--- config.mk ---
export PLATFORM = sky130hd
export DESIGN_NAME = pflash_rd_ctrl
export DESIGN_NICKNAME = d
export VERILOG_FILES = /design/src/rtl/pflash_pkg.sv /design/src/rtl/pflash_lat_timer.sv /design/src/rtl/pflash_page_track.sv /design/src/rtl/pflash_bus_map.sv /design/src/rtl/pflash_rd_ctrl.sv
export SDC_FILE = /design/constraint.sdc
export NUM_CORES = 1
export LEC_CHECK = 0
export BUFFER_PORTS_ARGS = -buffer_cell sky130_fd_sc_hd__buf_2
export CAP_MARGIN = 40
export CORE_ASPECT_RATIO = 1.5
export CORE_UTILIZATION = 40
export CTS_CLUSTER_DIAMETER = 60
export CTS_CLUSTER_SIZE = 16
export DETAILED_ROUTE_END_ITERATION = 6
export PLACE_DENSITY = 0.71
export SLEW_MARGIN = 10
export SYNTH_ARGS = -nofsm -noshare
export SYNTH_HDL_FRONTEND = slang
export SYNTH_SLANG_ARGS = --single-unit
export TNS_END_PERCENT = 30
--- constraint.sdc ---
create_clock -name clk -period 2.5 [get_ports clk]
set_input_delay 0.25 -clock clk [delete_from_list [all_inputs] [get_ports clk]]
set_output_delay 0.25 -clock clk [all_outputs]
set_load 0.01 [all_outputs]
--- src/rtl/pflash_pkg.sv ---
package pflash_pkg;

   typedef enum logic [1:0] {
      PF_OFF    = 2'd0,   // chip enable released, no page open
      PF_SETUP  = 2'd1,   // address driven, chip enable still high
      PF_ACCESS = 2'd2,   // chip and output enable low, counting latency
      PF_OPEN   = 2'd3    // chip enable held low, page record valid
   } pf_state_e;

   function automatic int unsigned pf_max(input int unsigned a, input int unsigned b);
      return (a > b) ? a : b;
   endfunction

endpackage

--- src/rtl/pflash_lat_timer.sv ---
module pflash_lat_timer #(
   parameter int unsigned CNT_W = 4
) (
   input  logic             clk,
   input  logic             rst_n,
   input  logic             load,
   input  logic [CNT_W-1:0] load_val,
   output logic             expire
);

   logic [CNT_W-1:0] cnt_q;

   if (CNT_W < 1) begin : g_bad_cnt
      $error("pflash_lat_timer: CNT_W must be at least 1");
   end

   always_ff @(posedge clk or negedge rst_n) begin
      if (!rst_n) begin
         cnt_q <= '0;
      end else if (load) begin
         cnt_q <= load_val;
      end else if (cnt_q != '0) begin
         cnt_q <= cnt_q - 1'b1;
      end
   end

   assign expire = (cnt_q == CNT_W'(1));

   // a zero load would never expire and hang the access
   assert_timer_load_R3: assert property (@(posedge clk) disable iff (!rst_n)
      load |-> (load_val != '0));

endmodule

--- src/rtl/pflash_page_track.sv ---
module pflash_page_track #(
   parameter int unsigned PAGE_W = 20
) (
   input  logic              clk,
   input  logic              rst_n,
   input  logic              upd,
   input  logic              clr,
   input  logic [PAGE_W-1:0] req_page,
   output logic              hit
);

   logic [PAGE_W-1:0] page_q;
   logic              valid_q;

   always_ff @(posedge clk or negedge rst_n) begin
      if (!rst_n) begin
         page_q  <= '0;
         valid_q <= 1'b0;
      end else if (clr) begin
         valid_q <= 1'b0;
      end else if (upd) begin
         page_q  <= req_page;
         valid_q <= 1'b1;
      end
   end

   assign hit = valid_q && (page_q == req_page);

   // a release and a new page record never happen together
   assert_track_excl_R6: assert property (@(posedge clk) disable iff (!rst_n)
      !(upd && clr));

endmodule

--- src/rtl/pflash_bus_map.sv ---
module pflash_bus_map #(
   parameter int unsigned ADDR_W  = 24,
   parameter bit          BYTE_EN = 1'b1
) (
   input  logic              cfg_word,
   input  logic [ADDR_W-1:0] addr_q,
   input  logic [15:0]       dq_i,
   output logic [ADDR_W-2:0] mem_addr,
   output logic              dq15_o,
   output logic              dq15_oe,
   output logic [15:0]       rd_data
);

   logic byte_sel;

   if (BYTE_EN) begin : g_byte_cap
      assign byte_sel = ~cfg_word;
   end else begin : g_word_only
      logic unused_cfg;
      assign unused_cfg = cfg_word;
      assign byte_sel   = 1'b0;
   end

   assign mem_addr = addr_q[ADDR_W-1:1];
   assign dq15_o   = addr_q[0];
   assign dq15_oe  = byte_sel;
   assign rd_data  = byte_sel ? {8'h00, dq_i[7:0]} : dq_i;

endmodule

--- src/rtl/pflash_rd_ctrl.sv ---
module pflash_rd_ctrl
   import pflash_pkg::*;
#(
   parameter int unsigned ADDR_W   = 24,
   parameter int unsigned FULL_LAT = 10,
   parameter int unsigned PAGE_LAT = 3,
   parameter int unsigned OE_LAT   = 4,
   parameter int unsigned IDLE_REL = 6,
   parameter bit          BYTE_EN  = 1'b1
) (
   input  logic              clk,
   input  logic              rst_n,
   input  logic              cfg_word,
   input  logic              req_valid,
   output logic              req_ready,
   input  logic [ADDR_W-1:0] req_addr,
   output logic              rsp_valid,
   output logic [15:0]       rsp_data,
   output logic              mem_ce_n,
   output logic              mem_oe_n,
   output logic              mem_we_n,
   output logic [ADDR_W-2:0] mem_addr,
   output logic              mem_dq15_o,
   output logic              mem_dq15_oe,
   input  logic [15:0]       mem_dq_i
);

   localparam int unsigned FULL_EFF = pf_max(FULL_LAT, OE_LAT);
   localparam int unsigned PAGE_EFF = pf_max(PAGE_LAT, OE_LAT);
   localparam int unsigned CNT_W    = $clog2(FULL_EFF + 1);
   localparam int unsigned IDLE_W   = $clog2(IDLE_REL + 1);
   localparam int unsigned PAGE_W   = ADDR_W - 4;

   if (ADDR_W < 6) begin : g_bad_addr
      $error("pflash_rd_ctrl: ADDR_W must be at least 6");
   end
   if (FULL_LAT < 1 || OE_LAT < 1) begin : g_bad_full
      $error("pflash_rd_ctrl: FULL_LAT and OE_LAT must be at least 1");
   end
   if (PAGE_LAT < 1 || PAGE_LAT > FULL_LAT) begin : g_bad_page
      $error("pflash_rd_ctrl: PAGE_LAT must lie in 1..FULL_LAT");
   end
   if (IDLE_REL < 1) begin : g_bad_idle
      $error("pflash_rd_ctrl: IDLE_REL must be at least 1");
   end

   pf_state_e         state_q, state_d;
   logic [ADDR_W-1:0] addr_q;
   logic [IDLE_W-1:0] idle_q;
   logic              acc, page_hit, release_now;
   logic              t_load, t_expire;
   logic [CNT_W-1:0]  t_val;
   logic [15:0]       rd_data;
   logic              rsp_valid_q;
   logic [15:0]       rsp_data_q;

   assign req_ready = (state_q == PF_OFF) || (state_q == PF_OPEN);
   assign acc       = req_valid && req_ready;

   always_comb begin
      state_d     = state_q;
      t_load      = 1'b0;
      t_val       = CNT_W'(FULL_EFF);
      release_now = 1'b0;
      case (state_q)
         PF_OFF:    if (acc) state_d = PF_SETUP;
         PF_SETUP: begin
            state_d = PF_ACCESS;
            t_load  = 1'b1;
         end
         PF_ACCESS: if (t_expire) state_d = PF_OPEN;
         PF_OPEN: begin
            if (acc) begin
               state_d = PF_ACCESS;
               t_load  = 1'b1;
               t_val   = page_hit ? CNT_W'(PAGE_EFF) : CNT_W'(FULL_EFF);
            end else if (idle_q == IDLE_W'(IDLE_REL - 1)) begin
               state_d     = PF_OFF;
               release_now = 1'b1;
            end
         end
         default:   state_d = PF_OFF;
      endcase
   end

   always_ff @(posedge clk or negedge rst_n) begin
      if (!rst_n) begin
         state_q     <= PF_OFF;
         addr_q      <= '0;
         idle_q      <= '0;
         rsp_valid_q <= 1'b0;
         rsp_data_q  <= '0;
      end else begin
         state_q     <= state_d;
         rsp_valid_q <= 1'b0;
         if (acc) addr_q <= req_addr;
         if (state_q != PF_OPEN || acc) begin
            idle_q <= '0;
         end else begin
            idle_q <= idle_q + 1'b1;
         end
         if (state_q == PF_ACCESS && t_expire) begin
            rsp_valid_q <= 1'b1;
            rsp_data_q  <= rd_data;
         end
      end
   end

   pflash_lat_timer #(.CNT_W(CNT_W)) u_timer (
      .clk      (clk),
      .rst_n    (rst_n),
      .load     (t_load),
      .load_val (t_val),
      .expire   (t_expire)
   );

   pflash_page_track #(.PAGE_W(PAGE_W)) u_track (
      .clk      (clk),
      .rst_n    (rst_n),
      .upd      (acc),
      .clr      (release_now),
      .req_page (req_addr[ADDR_W-1:4]),
      .hit      (page_hit)
   );

   pflash_bus_map #(.ADDR_W(ADDR_W), .BYTE_EN(BYTE_EN)) u_map (
      .cfg_word (cfg_word),
      .addr_q   (addr_q),
      .dq_i     (mem_dq_i),
      .mem_addr (mem_addr),
      .dq15_o   (mem_dq15_o),
      .dq15_oe  (mem_dq15_oe),
      .rd_data  (rd_data)
   );

   assign mem_ce_n  = (state_q == PF_OFF) || (state_q == PF_SETUP);
   assign mem_oe_n  = (state_q != PF_ACCESS);
   assign mem_we_n  = 1'b1;
   assign rsp_valid = rsp_valid_q;
   assign rsp_data  = rsp_data_q;

   assert_we_high_R1: assert property (@(posedge clk) disable iff (!rst_n)
      mem_we_n);

   assert_addr_setup_R2: assert property (@(posedge clk) disable iff (!rst_n)
      $fell(mem_ce_n) |-> $stable(mem_addr));

   assert_addr_hold_R2: assert property (@(posedge clk) disable iff (!rst_n)
      (!mem_oe_n && $past(!mem_oe_n)) |-> $stable(mem_addr));

   assert_oe_under_ce_R7: assert property (@(posedge clk) disable iff (!rst_n)
      !mem_oe_n |-> !mem_ce_n);

   assert_one_read_R11: assert property (@(posedge clk) disable iff (!rst_n)
      (req_valid && req_ready) |=> !req_ready);

   assert_byte_upper_R8: assert property (@(posedge clk) disable iff (!rst_n)
      (rsp_valid && !cfg_word && BYTE_EN) |-> (rsp_data[15:8] == 8'h00));

endmodule

# [Word-level counts from Yosys, hierarchy flattened]
# Cells that the tools add are included.
[word_totals] reg_bits=71 output_inout_bits=46 elab_cells=55
[op_classes] addsub=2 eq_ne=11 mux=20 n_bitwise=2 n_reduce_logical=12
[op_table] op="$eq A20 B20 Y1" n=1
[op_table] op="$mux W4" n=5
[op_table] op="$mux W16" n=1
[op_table] op="$mux W2" n=4
[op_table] op="$ne A2 B2 Y1 const B" n=4
[op_table] op="$pmux W2 S4" n=1
[op_table] op="$mux W1" n=7
[op_table] op="$eq A2 B2 Y1 const B" n=2
[op_table] op="$eq A4 B1 Y1 const B" n=1
[op_table] op="$reduce_bool A2 Y1" n=2
[op_table] op="$reduce_bool A4 Y1" n=1
[op_table] op="$sub A4 B1 Y4 const B" n=1
[op_table] op="$add A3 B1 Y3 const B" n=1
[op_table] op="$eq A3 B3 Y1 const B" n=1
[op_table] op="$logic_and A1 B1 Y1" n=3
[op_table] op="$logic_or A1 B1 Y1" n=3
[op_table] op="$mux W3" n=1
[op_table] op="$ne A3 B2 Y1 const B" n=1
[op_table] op="$reduce_and A3 Y1" n=1
[op_table] op="$eq A2 B1 Y1 const B" n=1
[op_table] op="$logic_not A2 Y1" n=1
[op_table] op="$not A1 Y1" n=2
[op_table] op="$pmux W1 S2" n=1
[op_table] op="$reduce_and A2 Y1" n=1

# [Depth between registers and ports, before layout]
[logic_depth] depth_word=7 depth_mapped=7

# [By module]
# From an unflattened synthesis, not the netlist that was laid out.
[hier_totals] cells_unflattened=267 hier_area_um2=3474.6
[modules_own_cells] mod="pflash_rd_ctrl" n_inst=1 cells_each=129 area_each_um2=1916.8 seq_area_each_um2=1151.1
[modules_own_cells] mod="pflash_page_track" n_inst=1 cells_each=73 area_each_um2=998.5 seq_area_each_um2=525.5
[modules_own_cells] mod="pflash_bus_map" n_inst=1 cells_each=41 area_each_um2=294.0 seq_area_each_um2=0.0
[modules_own_cells] mod="pflash_lat_timer" n_inst=1 cells_each=24 area_each_um2=265.3 seq_area_each_um2=100.1

# [Worst setup path before layout]
# Ideal clock, no wire load.
[synth_timing] path_type="flip-flop to flip-flop" from="reg state_q[0]" to="reg u_timer.cnt_q[3]" setup_ns=0.136 t_arrival_ns=1.702 slack_ns=0.662 path_stages_with_launch=6 cell_sequence="dfrtp_1 inv_1 ha_1 or4b_1 nor4_2 a21oi_1"
[synth_via] elab_chain_cells=6 elab_cells_between_ends=11 cone_classes="eq/ne: 2; mux: 5; reduce/logical: 4"
[synth_lines] item="start, declared" line="pflash_rd_ctrl.sv:47" source="pf_state_e state_q, state_d;"
[synth_lines] item="start signal, assigned" line="pflash_rd_ctrl.sv:94" source="state_q <= state_d;"
[synth_lines] item="$eq A2 B2 Y1 / $logic_not A2 Y1 (equally long branches)" line="pflash_rd_ctrl.sv:57, pflash_rd_ctrl.sv:65"
[synth_lines] item="$logic_or A1 B1 Y1" line="pflash_rd_ctrl.sv:57" source="assign req_ready = (state_q == PF_OFF) || (state_q == PF_OPEN);"
[synth_lines] item="$logic_and A1 B1 Y1" line="pflash_rd_ctrl.sv:58" source="assign acc = req_valid && req_ready;"
[synth_lines] item="$mux W1 / $mux W4 (equally long branches)" line="pflash_rd_ctrl.sv:73" source="if (acc) begin"
[synth_lines] item="$pmux W1 S2 / $mux W4 (equally long branches)" line="pflash_rd_ctrl.sv:65" source="case (state_q)"
[synth_lines] item="$mux W4 / $reduce_bool A2 Y1 (equally long branches)"
[synth_lines] item="end signal, assigned" line="pflash_lat_timer.sv:21" source="cnt_q <= load_val;"
[synth_lines] item="end signal, assigned" line="pflash_lat_timer.sv:23" source="cnt_q <= cnt_q - 1'b1;"
[synth_lines] item="end, declared" line="pflash_lat_timer.sv:11" source="logic [CNT_W-1:0] cnt_q;"
# Parallel ways exist; a longest one is shown, timed or not.
# A chain may end at the register's enable or synchronous reset.

# [Worst setup path in the final report]
[layout_timing] from="reg state_q[0]" to="reg u_timer.cnt_q[1]"
# Same word-level chain as after synthesis.

==> impl_metrics.tcl <==
set metrics [dict create \
    fillers 681 \
    area_delta_synth_final_pct 26.51 \
    synth-xor-area-share_pct 6.340 \
    drt-total-wl_mm 6.127 \
    ant_nets 0 \
    post-route-min-period_ps 2016 \
    required_ps 2720 \
    switchingPower_mw 1.809 \
    grtUsageMet1_pct 19.59 \
    synth-compound-area-share_pct 3.829 \
    antenna_cells 0 \
    die-area_mm2 0.007958 \
    fmax_mhz 496.1 \
    finalCritPeriodShare_pct 80.63 \
    slew_headroom_pct 58.15 \
    yosys.area_share.simple_pct 21.08 \
    cts_resized 0 \
    drive_gt1_share_pct 29.73 \
    synth_top_family_by_area "simple AND/OR/NAND/NOR gates" \
    fp-row-count 38 \
    grtUsageMet3_pct 3.420 \
    worstMarginPinSlew_ps 626.0 \
    synthAdderAreaFrac_pct 3.705 \
    grt_busiest_layer "met2" \
    synthesis.instances 310 \
    async_reset_ff_share_pct 100.0 \
    port_buffers 88 \
    p_comb_share_pct 38.9 \
    ir_worst_vdd_mv 0.7111 \
    synthMuxAreaShare_pct 3.623 \
    cp_max_fo 4 \
    end_kind "flop" \
    worstHoldPathType "primary input to flop" \
    die_h_um 108.8 \
    syn_nets 363 \
    grt_max_degree 64 \
    regArea_mm2 0.001777 \
    seqPwrFrac_pct 40.5 \
    cts-hold-fix-buffers 1 \
    numCtsBuffers 9 \
    hpwl_mm 4.430 \
    p_leak_nw 2.064 \
    crit_arrival_ps 2240 \
    vias 2319 \
    hold_viol 0 \
    status "completed" \
    ys_types 32 \
    htree_levels 3 \
    pwr_density_cell_mw_per_mm2 1275 \
    synth.cell_area_mm2 0.003039 \
    drt_iter0_markers 56 \
    synth-edff-count 0 \
    rsz0062_at_grt "no" \
    post_drt_wl_per_cell_um 12.08 \
    yosys_register_bits 71 \
    synthFlopType "dfrtp_1" \
    die_w_um 73.17 \
    tns_ps 0 \
    power_mw 4.901 \
    fin_nets 455 \
    initial_core_util_pct 41.78 \
    grt_first_pass_wirelength_mm 9.942 \
    multi_input_area_mm2 0.001181 \
    grt_usage_pct 16.86 \
    met2_usage_pct 27.45 \
    yosys_warnings 0 \
    swShare_pct 36.91 \
    syn_area_per_cell_um2 9.804 \
    crit_type "flop to flop" \
    ioPinCount 90 \
    clock_skew_ps 5.230 \
    critPathLaunchType "flop" \
    synth_seq_area_share_pct 58.46 \
    core_mm2 0.007274 \
    clk_pin_slew_ps 70 \
    clock_path_buffers 2 \
    maxSlewViolCount 0 \
    cts.sink_count 71 \
    drt_pass1_iterations 5 \
    p_int_mw 3.092 \
    grt_pass1_vias 2225 \
    drc 0 \
    root_buffer "clkbuf_8" \
    max_cap_viol_count 0 \
    p_clk_share_pct 20.6 \
    cts_tree "done" \
    globalRoute.totalOverflow 0 \
    worstSkewPairLatency_ps 350 \
    cts_post_setup_buffers_inserted 0 \
    antenna_found_initial 0 \
    finalSetupViolations 0 \
    routed_via_density 4.574 \
    routabilityCongestion 0.7757 \
]
[state kept, by name (all words and copies together), names as in the netlist]
signal           cells
u_track.valid_q      1
state_q              2
rsp_valid            1
rsp_data            16
addr_q              24
u_track.page_q      20
u_timer.cnt_q        4
idle_q               3
[cells by family after synthesis]
kind of cell / Yosys count
adder cells (fa/ha/maj): 9
buffers and inverters: 22
AND/OR/NAND/NOR: 156
multiplexers: 10
flip-flops: 71
XOR/XNOR: 22
AO/OA/AOI/OAI: 19
other: 1
[per-stage QoR]
| step | hold WS, ps | util [%] | area (µm²) | worst slack [ps] | instances |
|---|---|---|---|---|---|
| 6_report | 81.73 | 52.86 | 3845 | 484.2 | 507 |
| 2_1_floorplan | -45.59 | - | 3039 | 662.1 | 310 |
| 3_5_place_dp | 93.16 | 49.67 | 3613 | 481.9 | 490 |
| 3_3_place_gp | 420.5 | 49.29 | 3586 | 577.3 | 489 |
| 5_1_grt | 95.94 | 52.86 | 3845 | 325.6 | 507 |
| 4_1_cts | 67.60 | 52.86 | 3845 | 478.9 | 507 |
[final timing paths]
check / start / to / slack [ps] / cells past startpoint
max in group asynchronous: rst_n / rsp_data[13]$_DFFE_PN0P_ / 1730 / 3
min: req_addr[3] / addr_q[3]$_DFFE_PN0P_ / 80 / 3
min in group asynchronous: rst_n / addr_q[13]$_DFFE_PN0P_ / 260 / 2
max: state_q[0]$_DFFE_PN0P_ / u_timer.cnt_q[1]$_DFFE_PN0P_ / 480 / 5
min reg2reg: addr_q[13]$_DFFE_PN0P_ / addr_q[13]$_DFFE_PN0P_ / 470 / 2
max reg2reg: state_q[0]$_DFFE_PN0P_ / u_timer.cnt_q[1]$_DFFE_PN0P_ / 480 / 5
[Yosys cell counts (2+ instances only)]
master,instances,area (µm²)
nand3_1,3,15.01
nor3_1,2,10.01
mux2_2,8,90.09
nor2b_1,2,12.51
a21oi_1,3,15.01
xnor2_1,20,175.2
xor2_1,2,17.52
nor2_1,5,18.77
nand2_1,132,495.5
ha_1,9,112.6
nand4_1,4,25.02
mux2i_1,2,20.02
clkbuf_1,10,37.54
nand2b_1,2,12.51
inv_1,10,37.54
dfrtp_1,71,1777
o21ai_0,10,50.05
[area by class of cell]
cell class	instances	area share (%)
inverters	10	0.9762
clock inverters	6	2.180
well taps	100	3.254
flip-flops and latches	71	46.21
clock buffers	10	3.580
multi-input cells	217	30.72
repair buffers	93	13.08
[placed cells by master (no fill, tap or decap), types with 2 or more instances in the layout]
| cell type | count |
|---|---|
| nand4_1 | 4 |
| clkinv_2 | 3 |
| nand3_1 | 3 |
| dfrtp_1 | 71 |
| xnor2_1 | 20 |
| ha_1 | 9 |
| nand2_1 | 132 |
| a21oi_1 | 3 |
| bufinv_16 | 2 |
| inv_1 | 10 |
| nor3_1 | 2 |
| o21ai_0 | 10 |
| mux2_2 | 8 |
| clkbuf_8 | 10 |
| xor2_1 | 2 |
| nor2_1 | 5 |
| buf_4 | 4 |
| mux2i_1 | 2 |
| buf_2 | 87 |
[layer usage]
metal  up-vias  part of all wire [%]
met4         0                   3.0
met5         -                     0
li1       1161                     -
met1      1096                    41
met3        12                   3.8
met2        50                    52
[power by group through the flow]
stage	Sequential [mW]	Combinational, mW	Clock (mW)
final	1.99	1.91	1.01
after global routing	2.05	2.19	1.08
after CTS	1.99	1.94	1.04
after detailed placement	2.01	1.94	0
after global placement	1.98	1.88	0
after floorplan	2.13	1.10	0
[worst max-delay path: stages (launching register included)]
cell and delay [ps]:
dfrtp_1 400, inv_1 100, ha_1 340, or4b_1 550, nor4_2 390, a2bb2oi_1 110
Power figures use the tool's default switching activity.
